### src/rtl/smr_pkg.sv
package smr_pkg;

  typedef enum logic [2:0] {
    RT_DRAM  = 3'd0,
    RT_SMRAM = 3'd1,
    RT_PCIE  = 3'd2,
    RT_SOUTH = 3'd3,
    RT_ABORT = 3'd4
  } route_t;

  typedef enum logic [1:0] {
    SRC_CPU   = 2'd0,
    SRC_PCIE  = 2'd1,
    SRC_SOUTH = 2'd2,
    SRC_RSVD  = 2'd3
  } src_t;

  typedef struct packed {
    logic legacy;
    logic high;
    logic seg;
  } win_t;

  localparam logic [63:0] LEGACY_BASE = 64'h0000_0000_000A_0000;
  localparam logic [63:0] LEGACY_SPAN = 64'h0000_0000_0002_0000;

  // Upper segment size in bytes from its 2-bit code; code 3 yields no window.
  function automatic logic [63:0] seg_bytes(input logic [1:0] code);
    case (code)
      2'd0:    return 64'h0000_0000_0010_0000;
      2'd1:    return 64'h0000_0000_0020_0000;
      2'd2:    return 64'h0000_0000_0080_0000;
      default: return 64'h0;
    endcase
  endfunction

  // Half-open span test: base <= a < base + span.
  function automatic logic in_span(input logic [63:0] a,
                                   input logic [63:0] base,
                                   input logic [63:0] span);
    return (span != 64'h0) && (a >= base) && ((a - base) < span);
  endfunction

  // Processor-only SMRAM grant with both overrides.
  function automatic logic smram_grant(input src_t src, input logic smm,
                                       input logic code, input logic open_ovr,
                                       input logic close_ovr);
    return (src == SRC_CPU) && (open_ovr || (smm && (code || !close_ovr)));
  endfunction

endpackage

### src/rtl/smr_window_map.sv
module smr_window_map
  import smr_pkg::*;
#(
  parameter int unsigned       ADDR_W     = 32,
  parameter logic [ADDR_W-1:0] HIGH_BASE  = 'hFEDA_0000,
  parameter logic [ADDR_W-1:0] TOP_OF_MEM = 'h4000_0000
) (
  input  logic [ADDR_W-1:0] addr,
  input  logic              en_all,
  input  logic              en_high,
  input  logic              en_seg,
  input  logic [1:0]        seg_size,
  output win_t              win_on,
  output win_t              win_hit,
  output logic              above_tom
);

  localparam logic [63:0] HIGH_W = 64'(HIGH_BASE);
  localparam logic [63:0] TOM_W  = 64'(TOP_OF_MEM);

  logic [63:0] addr_w;
  logic [63:0] seg_span;
  logic [63:0] seg_base;

  always_comb begin
    addr_w   = 64'(addr);
    seg_span = seg_bytes(seg_size);
    seg_base = TOM_W - seg_span;
  end

  // Enable matrix: high window masks the legacy window.
  always_comb begin
    win_on.legacy = en_all && !en_high;
    win_on.high   = en_all && en_high;
    win_on.seg    = en_all && en_seg;
  end

  always_comb begin
    win_hit.legacy = in_span(addr_w, LEGACY_BASE, LEGACY_SPAN);
    win_hit.high   = in_span(addr_w, HIGH_W, LEGACY_SPAN);
    win_hit.seg    = in_span(addr_w, seg_base, seg_span);
    above_tom      = addr_w >= TOM_W;
  end

endmodule

### src/rtl/smr_access_gate.sv
module smr_access_gate
  import smr_pkg::*;
(
  input  src_t src,
  input  logic smm,
  input  logic code,
  input  logic open_ovr,
  input  logic close_ovr,
  output logic grant,
  output logic foreign
);

  always_comb begin
    foreign = (src != SRC_CPU);
    grant   = smram_grant(src, smm, code, open_ovr, close_ovr);
  end

endmodule

### src/rtl/smr_route_sel.sv
module smr_route_sel
  import smr_pkg::*;
(
  input  win_t   win_on,
  input  win_t   win_hit,
  input  logic   above_tom,
  input  logic   grant,
  input  logic   vga_pcie,
  output route_t route
);

  route_t legacy_fallback;

  always_comb begin
    legacy_fallback = vga_pcie ? RT_PCIE : RT_SOUTH;
    if (win_hit.legacy) begin
      route = (win_on.legacy && grant) ? RT_SMRAM : legacy_fallback;
    end else if (win_hit.high && win_on.high) begin
      route = grant ? RT_SMRAM : RT_ABORT;
    end else if (win_hit.seg && win_on.seg) begin
      route = grant ? RT_SMRAM : RT_ABORT;
    end else if (above_tom) begin
      route = RT_SOUTH;
    end else begin
      route = RT_DRAM;
    end
  end

endmodule

### src/rtl/smr_router.sv
module smr_router
  import smr_pkg::*;
#(
  parameter int unsigned       ADDR_W     = 32,
  parameter logic [ADDR_W-1:0] HIGH_BASE  = 'hFEDA_0000,
  parameter logic [ADDR_W-1:0] TOP_OF_MEM = 'h4000_0000
) (
  input  logic              clk,
  input  logic              rst_n,
  input  logic              req_valid,
  input  logic [ADDR_W-1:0] req_addr,
  input  logic [1:0]        req_src,
  input  logic              req_code,
  input  logic              smm_active,
  input  logic              cfg_smram_en,
  input  logic              cfg_high_en,
  input  logic              cfg_seg_en,
  input  logic [1:0]        cfg_seg_size,
  input  logic              cfg_vga_pcie,
  input  logic              cfg_open,
  input  logic              cfg_close,
  output logic              rt_valid,
  output logic [2:0]        rt_route,
  output logic              cfg_err
);

  win_t   win_on;
  win_t   win_hit;
  logic   above_tom;
  logic   gate_grant;
  logic   gate_foreign;
  route_t route_next;
  route_t route_q;

  // Named event wires for the checker.
  logic win_legacy_on;
  logic win_high_on;
  logic win_seg_on;
  logic ovr_clash;

  smr_window_map #(
    .ADDR_W    (ADDR_W),
    .HIGH_BASE (HIGH_BASE),
    .TOP_OF_MEM(TOP_OF_MEM)
  ) u_map (
    .addr     (req_addr),
    .en_all   (cfg_smram_en),
    .en_high  (cfg_high_en),
    .en_seg   (cfg_seg_en),
    .seg_size (cfg_seg_size),
    .win_on   (win_on),
    .win_hit  (win_hit),
    .above_tom(above_tom)
  );

  smr_access_gate u_gate (
    .src      (src_t'(req_src)),
    .smm      (smm_active),
    .code     (req_code),
    .open_ovr (cfg_open),
    .close_ovr(cfg_close),
    .grant    (gate_grant),
    .foreign  (gate_foreign)
  );

  smr_route_sel u_sel (
    .win_on   (win_on),
    .win_hit  (win_hit),
    .above_tom(above_tom),
    .grant    (gate_grant),
    .vga_pcie (cfg_vga_pcie),
    .route    (route_next)
  );

  always_comb begin
    win_legacy_on = win_on.legacy;
    win_high_on   = win_on.high;
    win_seg_on    = win_on.seg;
    ovr_clash     = cfg_open && cfg_close;
  end

  always_ff @(posedge clk or negedge rst_n) begin
    if (!rst_n) begin
      rt_valid <= 1'b0;
      route_q  <= RT_DRAM;
      cfg_err  <= 1'b0;
    end else begin
      rt_valid <= req_valid;
      if (req_valid) begin
        route_q <= route_next;
      end
      if (ovr_clash) begin
        cfg_err <= 1'b1;
      end
    end
  end

  assign rt_route = route_q;

endmodule

### config.mk
export PLATFORM = sky130hd
export DESIGN_NAME = smr_router
export DESIGN_NICKNAME = d
export VERILOG_FILES = /design/src/rtl/smr_pkg.sv /design/src/rtl/smr_window_map.sv /design/src/rtl/smr_access_gate.sv /design/src/rtl/smr_route_sel.sv /design/src/rtl/smr_router.sv
export SDC_FILE = /design/constraint.sdc
export NUM_CORES = 1
export LEC_CHECK = 0
export BUFFER_PORTS_ARGS = -buffer_cell sky130_fd_sc_hd__buf_2
export CORE_UTILIZATION = 52
export CTS_CLUSTER_DIAMETER = 200
export DETAILED_ROUTE_END_ITERATION = 8
export PLACE_DENSITY = 0.95
export SYNTH_ARGS = -nofsm -noshare
export SYNTH_HDL_FRONTEND = slang
export SYNTH_SLANG_ARGS = --single-unit
### constraint.sdc
create_clock -name clk -period 2.4 [get_ports clk]
set_input_delay 0.36 -clock clk [delete_from_list [all_inputs] [get_ports clk]]
set_output_delay 0.36 -clock clk [all_outputs]
set_load 0.05 [all_outputs]
==> out/metrics.yaml <==
clock-sinks: 5
clkTransAtPathRegs_ps: 50
port-buffer-count: 34
fin_crit_ps: 3850
cts_tree: "built"
first_global_vias: 1708
drtAntennaViolNets: 0
post-route-period-util: 1.60
num-fill-cells: 111
total_power_mw: 0.633
grt_pass1_wl_um: 7250
cp.required_ps: 2550
grt_overflow: 0
synth_edf_count: 0
clk_path_buf_depth: 2
final_cell_area_um2: 1990
whs_ps: 340
dpl_worst_slack_ps: -1550
yosys_warnings: 0
worstRegToRegCells: 3
final-setup-viol-count: 3
num_vias: 1830
start_util: 0.562
syn_avg_cell_area_um2: 7.34
rows: 17
ys_types: 48
crit_fanout: 3
regArea_um2: 125
cellPowerDensity_nw_per_um2: 317
cp-end-kind: "register"
relSlewSlack: 0.594
wl_per_cell_um: 17.2
clk_latency_ps: 230
drtPass1Iterations: 8
dp_hpwl_um: 3500
drt-initial-drc-count: 110
h-tree-depth: 1
timing.final.max_slew_violations: 0
final_util: 0.892
synth_area_um2: 1250
wl_um: 4950
finalClockSkew_ps: 0
core_area_um2: 2230
antenna_found_initial: 0
reg2reg_from: "rt_route[0]"
die-area_um2: 2610
hold_viol: 0
viasPerCell: 6.35
grt_use_total: 0.368
setup_ws_ps: -1450
clock-root-buffer: "clkbuf_4"
synth-seq-cells: 5
crit_arrival_ps: 4000
rsz0062_at_grt: "yes"
holdPathStages: 1
worstHoldStart: "req_valid"
mostFrequentLayoutCells: "buf_4 (50), buf_2 (32), nor2_1 (18)"
final_nets: 326
cts_buffers: 3
worst-setup-path-type: "input port to register"
tightest_slew_ps: 604
outcome: "finished, violations left"
fmax_ghz: 0.260
remaining_drc_errors: 0
worst_path_max_delay_cell: "mux2_4"
synth_fp_nets: 236
die_y_um: 51.1
dieWidth_um: 51.1
synth_cells: 171
grt_max_degree: 11
synthFlopType: "dfrtp_1"
multi_input_area_um2: 1170
r2r_end: "rt_route[0]"
globalplace.congestion: 0.886
hp-class: "input port to register"
maxCapViolCount: 0
final_common_cell: "buf_4"
r2r_setup_slack_ps: 1350
dpl_cell_area_um2: 1830
violations: "setup timing"
yosysSeqAreaShare: 0.0997
leakagePower_nw: 0.940
ir_drop_v: 0.000245
num_antenna_cells: 0
ios: 52
startpoint_type: "input port"
min_to: "rt_valid"
synthArstFlopShare: 1.00
max_stage_delay_ps: 370
drive_gt1_frac: 0.431
path_cells: "buf_8, nor2_4, inv_2, ha_4, inv_4, ha_4, nor2b_4, o31a_1, nor3_2, o31ai_2, a21o_1, a21o_2, a21oi_2, ha_1, nor3b_2, nand4_1, nor4_2, nand4_1, o32ai_2, mux2_4, a31oi_4"
area_delta_synth_final_pct: 58.8
-- critical path: cells and delay by family --
family                   cells  cell delay (ps)
AND/OR/NAND/NOR              7             1210
buffers and inverters        3              200
adder cells (fa/ha/maj)      3              590
AO/OA/AOI/OAI                7             1280
multiplexers                 1              370
-- cell families after synthesis --
group           synth area share
flops                     0.0997
xor+xnor                  0.0349
compound gates             0.312
fa+ha+maj                  0.185
mux                       0.0249
simple gates               0.297
buf+inv                   0.0459
-- area by class of cell --
class / count / share of cell area
clock buffers: 4 / 0.0132
inverters: 14 / 0.0276
multi-input cells: 151 / 0.586
flip-flops and latches: 5 / 0.0628
well taps: 28 / 0.0176
repair buffers: 86 / 0.293
-- metal layers --
layer,up-vias,share of wire,wire [um],GRT usage
met4,0,0.072,357,0.194
met3,43,0.082,407,0.0208
met2,140,0.48,2400,0.697
li1,830,-,-,-
met1,817,0.36,1790,0.404
met5,-,0,0,0
-- where the power goes --
part	switching [mW]	internal [mW]	leakage (nW)	total, mW
combinational	0.230	0.214	0.869	0.444
sequential	0.00246	0.0883	0.0560	0.0908
clock	0.0354	0.0629	0.0150	0.0983
total	0.268	0.365	0.940	0.633
-- cell usage after synthesis, drive strengths merged, types with 4 or more instances --
cell type / number / area (um^2)
o21ai: 12 / 63.8
nand4: 6 / 37.5
nand3: 6 / 30.0
nor2: 19 / 71.3
a21oi: 10 / 50.1
nand2b: 9 / 56.3
ha: 17 / 213
a21o: 4 / 31.3
o21a: 4 / 31.3
nor3: 11 / 55.1
dfrtp: 5 / 125
nand2: 8 / 30.0
inv: 14 / 52.6
-- stage by stage --
stage | setup TNS [ps] | instances
final | -4280 | 288
after global routing | -4700 | 288
after CTS | -3790 | 285
after detailed placement | -4170 | 275
after global placement | -3870 | 275
after floorplan | -3110 | 171
-- worst max path at each step --
stage | from | slack [ps] | endpoint | cells past startpoint
final | cfg_seg_size[0] | -1450 | rt_route[0] | 21
after global routing | cfg_seg_size[0] | -1590 | rt_route[0] | 21
after CTS | cfg_seg_size[0] | -1330 | rt_route[0] | 21
after detailed placement | cfg_seg_size[0] | -1550 | rt_route[0] | 21
after global placement | cfg_seg_size[0] | -1400 | rt_route[0] | 21
after floorplan | cfg_seg_size[0] | -1160 | rt_route[0] | 20
-- sequential cells by signal, summed over array words and instances (netlist names) --
signal / flops
cfg_err: 1
rt_route: 3
rt_valid: 1
-- repair_timing --
item                                    4_1_cts  5_1_grt
endpoints found under the setup margin        3        3
buffers inserted                              5        3
gates resized for setup                       9        4
endpoints found under the hold margin         5        0
pin swaps                                     2        7
cloned                                        0        0
hold buffers                                  1        0
No activity file was read; power rests on OpenSTA's default activity.
